[src/rtl/vpic_pkg.sv]
package vpic_pkg;
  localparam int ADDR_W = 8;
  localparam logic [ADDR_W-1:0] A_CFG      = 8'h00;
  localparam logic [ADDR_W-1:0] A_VEC      = 8'h20;
  localparam logic [ADDR_W-1:0] A_EN_SET   = 8'h40;
  localparam logic [ADDR_W-1:0] A_EN_CLR   = 8'h41;
  localparam logic [ADDR_W-1:0] A_EDGE_CLR = 8'h42;
  localparam logic [ADDR_W-1:0] A_FAST     = 8'h43;
  localparam logic [ADDR_W-1:0] A_IVR      = 8'h44;
  localparam logic [ADDR_W-1:0] A_EOI      = 8'h45;
  localparam logic [ADDR_W-1:0] A_SPUR     = 8'h46;
  localparam logic [ADDR_W-1:0] A_CTRL     = 8'h47;
  localparam logic [ADDR_W-1:0] A_PEND     = 8'h48;
  localparam int CFG_EDGE_BIT = 3;
  localparam int CFG_INV_BIT  = 4;
endpackage

[src/rtl/vpic_src.sv]
module vpic_src #(
  parameter bit EXT = 1'b0
) (
  input  logic clk,
  input  logic rst,
  input  logic raw_i,
  input  logic edge_i,
  input  logic inv_i,
  input  logic clr_i,
  output logic pend_o
);
  logic in_q, in_d, latch_q, det;

  assign det    = edge_i & in_q & ~in_d;
  assign pend_o = edge_i ? latch_q : in_q;

  always_ff @(posedge clk) begin
    if (rst) begin
      in_q    <= 1'b0;
      in_d    <= 1'b0;
      latch_q <= 1'b0;
    end else begin
      in_q    <= raw_i ^ (EXT & inv_i);
      in_d    <= in_q;
      latch_q <= (latch_q & ~clr_i) | det;
    end
  end

  // a clear with no new edge empties the latch
  p_edge_clear_r3: assert property (@(posedge clk) disable iff (rst)
    (clr_i && !det) |=> !latch_q);
endmodule

[src/rtl/vpic_arb.sv]
module vpic_arb #(
  parameter  int NSRC = 32,
  parameter  int PW   = 3,
  localparam int IW   = (NSRC > 1) ? $clog2(NSRC) : 1
) (
  input  logic [NSRC-1:0]         cand_i,
  input  logic [NSRC-1:0][PW-1:0] prio_i,
  input  logic [PW:0]             thresh_i,
  output logic                    valid_o,
  output logic [IW-1:0]           idx_o,
  output logic [PW-1:0]           prio_o
);
  always_comb begin
    valid_o = 1'b0;
    idx_o   = '0;
    prio_o  = '0;
    for (int i = 0; i < NSRC; i++) begin
      if (cand_i[i] && ({1'b0, prio_i[i]} >= thresh_i) &&
          (!valid_o || prio_i[i] > prio_o)) begin
        valid_o = 1'b1;
        idx_o   = IW'(i);
        prio_o  = prio_i[i];
      end
    end
  end
endmodule

[src/rtl/vpic_stack.sv]
module vpic_stack #(
  parameter int PW = 3
) (
  input  logic          clk,
  input  logic          rst,
  input  logic          push_i,
  input  logic [PW-1:0] push_lvl_i,
  input  logic          pop_i,
  output logic [PW:0]   thresh_o
);
  localparam int NL = 1 << PW;
  logic [NL-1:0] act_q, act_n;
  logic [PW-1:0] top;
  logic          any;

  always_comb begin
    any = |act_q;
    top = '0;
    for (int i = 0; i < NL; i++)
      if (act_q[i]) top = PW'(i);
    thresh_o = any ? ({1'b0, top} + (PW+1)'(1)) : '0;
    act_n = act_q;
    if (pop_i && any) act_n[top] = 1'b0;
    if (push_i) act_n[push_lvl_i] = 1'b1;
  end

  always_ff @(posedge clk) begin
    if (rst) act_q <= '0;
    else     act_q <= act_n;
  end

  // an acknowledge records its level
  p_push_records_r5: assert property (@(posedge clk) disable iff (rst)
    push_i |=> act_q[$past(push_lvl_i)]);
  // end-of-interrupt removes exactly one level
  p_pop_one_r6: assert property (@(posedge clk) disable iff (rst)
    (pop_i && !push_i && (act_q != '0)) |=> $countones(act_q) == $countones($past(act_q)) - 1);
endmodule

[src/rtl/vpic_top.sv]
module vpic_top #(
  parameter int          NSRC     = 32,
  parameter int          PW       = 3,
  parameter int          DW       = 32,
  parameter logic [31:0] EXT_MASK = 32'hC000_0001
) (
  input  logic            clk,
  input  logic            rst,
  input  logic [NSRC-1:0] src_i,
  input  logic            wr_en_i,
  input  logic            rd_en_i,
  input  logic [7:0]      addr_i,
  input  logic [DW-1:0]   wdata_i,
  output logic [DW-1:0]   rdata_o,
  output logic            irq_o,
  output logic            fiq_o
);
  import vpic_pkg::*;
  localparam int IW = (NSRC > 1) ? $clog2(NSRC) : 1;

  logic [NSRC-1:0][PW-1:0] cfg_prio;
  logic [NSRC-1:0]         cfg_edge, cfg_inv, en_q, fast_q, pend, clr, cand, fast_set;
  logic [DW-1:0]           vec_mem [NSRC];
  logic [DW-1:0]           spur_q, vec_q, misc_q;
  logic                    protect_q, gmask_q, sel_vec_q, irq_q, fiq_q;
  logic                    best_valid, ivr_rd, ack, pop, cfg_hit, vec_hit;
  logic [IW-1:0]           best_idx;
  logic [PW-1:0]           best_prio;
  logic [PW:0]             thresh;

  assign cfg_hit  = wr_en_i && (addr_i >= A_CFG) && (addr_i < A_CFG + 8'(NSRC));
  assign vec_hit  = wr_en_i && (addr_i >= A_VEC) && (addr_i < A_VEC + 8'(NSRC));
  assign ivr_rd   = rd_en_i && (addr_i == A_IVR);
  assign pop      = wr_en_i && (addr_i == A_EOI);
  assign ack      = ivr_rd && best_valid && !protect_q;
  assign fast_set = fast_q | NSRC'(1);
  assign cand     = pend & en_q & ~fast_set;

  always_comb begin
    clr = '0;
    if (wr_en_i && addr_i == A_EDGE_CLR) clr = wdata_i[NSRC-1:0];
    if (ack) clr[best_idx] = 1'b1;
  end

  for (genvar g = 0; g < NSRC; g++) begin : g_src
    vpic_src #(.EXT(EXT_MASK[g])) i_src (
      .clk(clk), .rst(rst), .raw_i(src_i[g]), .edge_i(cfg_edge[g]),
      .inv_i(cfg_inv[g]), .clr_i(clr[g]), .pend_o(pend[g]));
  end

  vpic_arb #(.NSRC(NSRC), .PW(PW)) i_arb (
    .cand_i(cand), .prio_i(cfg_prio), .thresh_i(thresh),
    .valid_o(best_valid), .idx_o(best_idx), .prio_o(best_prio));

  vpic_stack #(.PW(PW)) i_stack (
    .clk(clk), .rst(rst), .push_i(ack), .push_lvl_i(best_prio),
    .pop_i(pop), .thresh_o(thresh));

  // Control and configuration registers
  always_ff @(posedge clk) begin
    if (rst) begin
      cfg_prio  <= '0;
      cfg_edge  <= '0;
      cfg_inv   <= '0;
      en_q      <= '0;
      fast_q    <= '0;
      spur_q    <= '0;
      protect_q <= 1'b0;
      gmask_q   <= 1'b0;
    end else if (wr_en_i) begin
      if (cfg_hit) begin
        cfg_prio[addr_i[IW-1:0]] <= wdata_i[PW-1:0];
        cfg_edge[addr_i[IW-1:0]] <= wdata_i[CFG_EDGE_BIT];
        cfg_inv[addr_i[IW-1:0]]  <= wdata_i[CFG_INV_BIT];
      end
      case (addr_i)
        A_EN_SET: en_q   <= en_q | wdata_i[NSRC-1:0];
        A_EN_CLR: en_q   <= en_q & ~wdata_i[NSRC-1:0];
        A_FAST:   fast_q <= wdata_i[NSRC-1:0];
        A_SPUR:   spur_q <= wdata_i;
        A_CTRL: begin
          protect_q <= wdata_i[0];
          gmask_q   <= wdata_i[1];
        end
        default: ;
      endcase
    end
  end

  // Vector storage: no reset, synchronous read
  always_ff @(posedge clk) begin
    if (vec_hit) vec_mem[addr_i[IW-1:0]] <= wdata_i;
    vec_q <= vec_mem[best_idx];
  end

  // Read path and request lines
  always_ff @(posedge clk) begin
    if (rst) begin
      sel_vec_q <= 1'b0;
      misc_q    <= '0;
      irq_q     <= 1'b0;
      fiq_q     <= 1'b0;
    end else begin
      irq_q <= !gmask_q && best_valid;
      fiq_q <= !gmask_q && |(pend & en_q & fast_set);
      if (rd_en_i) begin
        sel_vec_q <= ivr_rd && best_valid;
        case (addr_i)
          A_IVR:   misc_q <= spur_q;
          A_PEND:  misc_q <= DW'(pend);
          A_CTRL:  misc_q <= DW'({gmask_q, protect_q});
          default: misc_q <= '0;
        endcase
      end
    end
  end

  assign rdata_o = sel_vec_q ? vec_q : misc_q;
  assign irq_o   = irq_q;
  assign fiq_o   = fiq_q;

  // global mask silences both lines
  p_gmask_quiet_r10: assert property (@(posedge clk) disable iff (rst)
    gmask_q |=> (!irq_o && !fiq_o));
  // protected reads leave the service record alone
  p_protect_noside_r7: assert property (@(posedge clk) disable iff (rst)
    (ivr_rd && protect_q && !pop) |=> $stable(thresh));
  // nothing eligible returns the spurious vector
  p_spurious_r8: assert property (@(posedge clk) disable iff (rst)
    (ivr_rd && !best_valid) |=> rdata_o == $past(spur_q));
endmodule

[config.mk]
export PLATFORM = sky130hd
export DESIGN_NAME = vpic_top
export DESIGN_NICKNAME = d
export VERILOG_FILES = /design/src/rtl/vpic_pkg.sv /design/src/rtl/vpic_src.sv /design/src/rtl/vpic_arb.sv /design/src/rtl/vpic_stack.sv /design/src/rtl/vpic_top.sv
export SDC_FILE = /design/constraint.sdc
export NUM_CORES = 2
export LEC_CHECK = 0
export BUFFER_PORTS_ARGS = -buffer_cell sky130_fd_sc_hd__buf_2
export CAP_MARGIN = 0
export CORE_AREA = 2 2 343 514
export DETAILED_ROUTE_END_ITERATION = 6
export DIE_AREA = 0 0 345 516
export PLACE_DENSITY = 0.47
export SYNTH_ARGS = -nofsm -noshare
export SYNTH_HDL_FRONTEND = slang
export SYNTH_SLANG_ARGS = --single-unit
[constraint.sdc]
create_clock -name clk -period 106.5 [get_ports clk]
set_input_delay 10.65 -clock clk [delete_from_list [all_inputs] [get_ports clk]]
set_output_delay 10.65 -clock clk [all_outputs]
set_load 0.1 [all_outputs]
==> metrics.md <==
| Metric | Value |
|---|---|
| Status | `finished, final reports clean` |
| IO buf count | `109` |
| Fraction of layout cells with a size suffix above 1 | `0.1177` |
| Largest net degree at the start of global routing | `159` |
| Initial core utilization | `0.3487` |
| Wire length on met3 | `10,880 um` |
| Hold_sp | `spur_q[11]` |
| Via/cell ratio | `5.697` |
| Initial DRC count | `4,129` |
| GP Congestion | `0.8838` |
| Fin crit period | `54,210 ps` |
| Hold Path Class | `register to register` |
| Crit path top cell by count | `a21oi_1` |
| Total power | `0.001128 W` |
| GRT Total Usage | `0.2471` |
| DRC viols | `0` |
| Kind of critical path | `register to register` |
| Clk_lat worst skew | `790 ps` |
| Crit. End Element | `register` |
| Yosys Warn Count | `0` |
| Vias in the first global route | `40,960` |
| Max Cap Viol | `0` |
| Final hold violations | `0` |
| Final setup margin | `52,290 ps` |
| Slowest stage delay, CP | `760 ps` |
| Sequential element share of the synthesized area | `0.6406` |
| Met2 WL | `113,900 um` |
| Cells after DPL | `7,150` |
| Hold buffers post-CTS | `0` |
| Final instance area | `0.06821 mm2` |
| Layout area overhead | `12.99%` |
| Setup Buffers After CTS | `0` |
| Syn Inst Count | `4,973` |
| WL met1 | `90,610 um` |
| CP required | `107,120 ps` |
| Syn_nets | `5,209` |
| Fin crit share | `0.5090` |
| GRT overflow | `0` |
| Max clock buf depth | `3` |
| Asr flop ratio synth | `0` |
| Die X | `345 um` |
| Post-route ant nets | `0` |
| Clock Sink Count | `1,420` |
| H-tree depth | `4` |
| First-pass DRT Iterations | `6` |
| Post-synth EDFFs | `1,024` |
| Final WL | `224,700 um` |
| P per Cell Area | `16.54 mW/mm2` |
| Critical R2R Launch | `i_stack.act_q[7]` |
| Startpoint types | `register` |
| Worst slew margin | `0.2188` |
| CTS tree | `yes` |
| Arr. time, crit path | `54,830 ps` |
| RSZ-0062 raised after global routing | `false` |
| Peak VDD IR | `0.00001696 V` |
| Clk slew on worst S/H paths | `70 ps` |
| Die height | `516 um` |
| Die ar. | `0.1780 mm2` |
| # setup viols final | `0` |
| FMAX | `0.01845 GHz` |
| Clock Skew | `42.17 ps` |
| Top_reg_cell synth | `edfxtp_1` |
| Post-route insts no fill | `7,406` |
| Inserted Clock Buffers | `138` |
| Critical path origin | `i_stack.act_q[7]` |
| Final Max Slew Viols | `0` |
| Crit path max-delay cell type | `and3_4` |
| Slew @ Worst Pin | `1161 ps` |
| Leak Pwr | `23.66 nW` |
| DR vias | `42,190` |
| Syn avg cell area | `12.14 um2` |
| Mapped Area | `0.06037 mm2` |
| Clock root buffer | `clkbuf_16` |
| #FFs+latches synth | `1,420` |
| Antenna violations before repair | `30` |
| First-pass GRT wire length | `315,200 um` |
| CP Max Fanout | `119` |
| # IOs | `110` |
| WL/cell | `30.34 um` |
| Highest routed layer | `met5` |
| Nets | `5,258` |
| Most frequent cells in the layout | `1,024 x edfxtp_1, 673 x nand2_1, 475 x a21oi_1` |
| Post-place instance area | `0.06371 mm2` |
| Commonest non-fill, non-tap cell in the layout | `edfxtp_1` |
| Setup TNS | `0 ps` |
| Dpl ws | `52,930 ps` |
| PostCTS Resize Cnt | `0` |
| Distinct cells, synth | `108` |
| Core area | `0.1731 mm2` |
| # rows | `187` |
| Hpwl dp | `137,800 um` |
==> sequential cells by signal (all words and copies together), names as in the netlist, 3 cells and up, named ones only <==
register and count:
i_stack.act_q 8, cfg_inv 3, g_src.i_src.in_q 32, spur_q 32
cfg_edge 32, vec_q 32, g_src.i_src.in_d 32, cfg_prio 93
vec_mem 1024, g_src.i_src.latch_q 32, misc_q 32, fast_q 31
==> cell type report <==
class | instances | area (um2)
Clock inverter | 51 | 496.7
Inverter | 93 | 349.1
Antenna cell | 7 | 17.52
Fill cell | 16490 | 104900
Timing Repair Buffer | 211 | 1384
Sequential cell | 1420 | 38680
Clock buffer | 198 | 3986
Tap cell | 2268 | 2838
Multi-Input combinational cell | 3158 | 20460
==> logic make-up after synthesis <==
family	after synthesis	share of synthesized area
compound gates	1273	0.1388
xor+xnor	4	0.0005802
fa+ha+maj	160	0.03316
buf+inv	395	0.02682
flops	1420	0.6406
mux	265	0.04586
simple gates	1456	0.1141
==> cell usage after synthesis, types with 28 or more instances <==
cell type | number | area (um2)
mux2i_1 | 175 | 1752
a22oi_1 | 42 | 315.3
nand3_1 | 172 | 860.8
and3_1 | 31 | 193.9
dfxtp_1 | 396 | 7928
nor4_1 | 72 | 450.4
o221ai_1 | 182 | 1594
a21oi_1 | 477 | 2387
a31oi_1 | 78 | 488.0
nor2_1 | 202 | 758.2
clkbuf_1 | 222 | 833.3
ha_1 | 160 | 2002
o211ai_1 | 28 | 210.2
o21ai_0 | 170 | 850.8
nor2b_1 | 94 | 588.1
inv_1 | 93 | 349.1
a211oi_1 | 81 | 608.1
edfxtp_1 | 1024 | 30750
mux2_2 | 88 | 991.0
nand2_1 | 674 | 2530
buf_2 | 48 | 240.2
nand2b_1 | 32 | 200.2
==> metrics by stage <==
stage / hold WS [ps] / utilization
6_report: 454.2 / 0.3940
5_1_grt: 471.7 / 0.3939
4_1_cts: 455.0 / 0.3939
3_5_place_dp: 446.9 / 0.3680
3_3_place_gp: 440.8 / 0.3680
2_1_floorplan: 435.9 / -
==> final timing paths <==
kind / cells after the start / endpoint / slack, ps
min: 2 / spur_q[11] / 450
min reg2reg: 2 / spur_q[11] / 450
max: 237 / vec_q[6] / 52290
max reg2reg: 237 / vec_q[6] / 52290
==> routing by layer <==
layer,vias up,track usage
li1,19010,-
met1,21430,0.3041
met2,1371,0.4423
met3,372,0.03087
met4,8,0.09235
met5,-,0
==> critical path: cells and delay by family (launching register included) <==
family,cells,cell delay (ps)
adders and majority gates,31,8500
and+or+nand+nor,63,13070
muxes,13,4870
buffers and inverters,11,2670
DFF,1,300
AOI/OAI and AO/OA,119,24400
==> power breakdown <==
group          switching, W  internal, W  total (W)
clock              0.000217     0.000280   0.000497
sequential       0.00000194     0.000594   0.000596
combinational     0.0000281   0.00000638  0.0000345
total              0.000247     0.000881    0.00113
No activity file was read; power rests on OpenSTA's default activity.
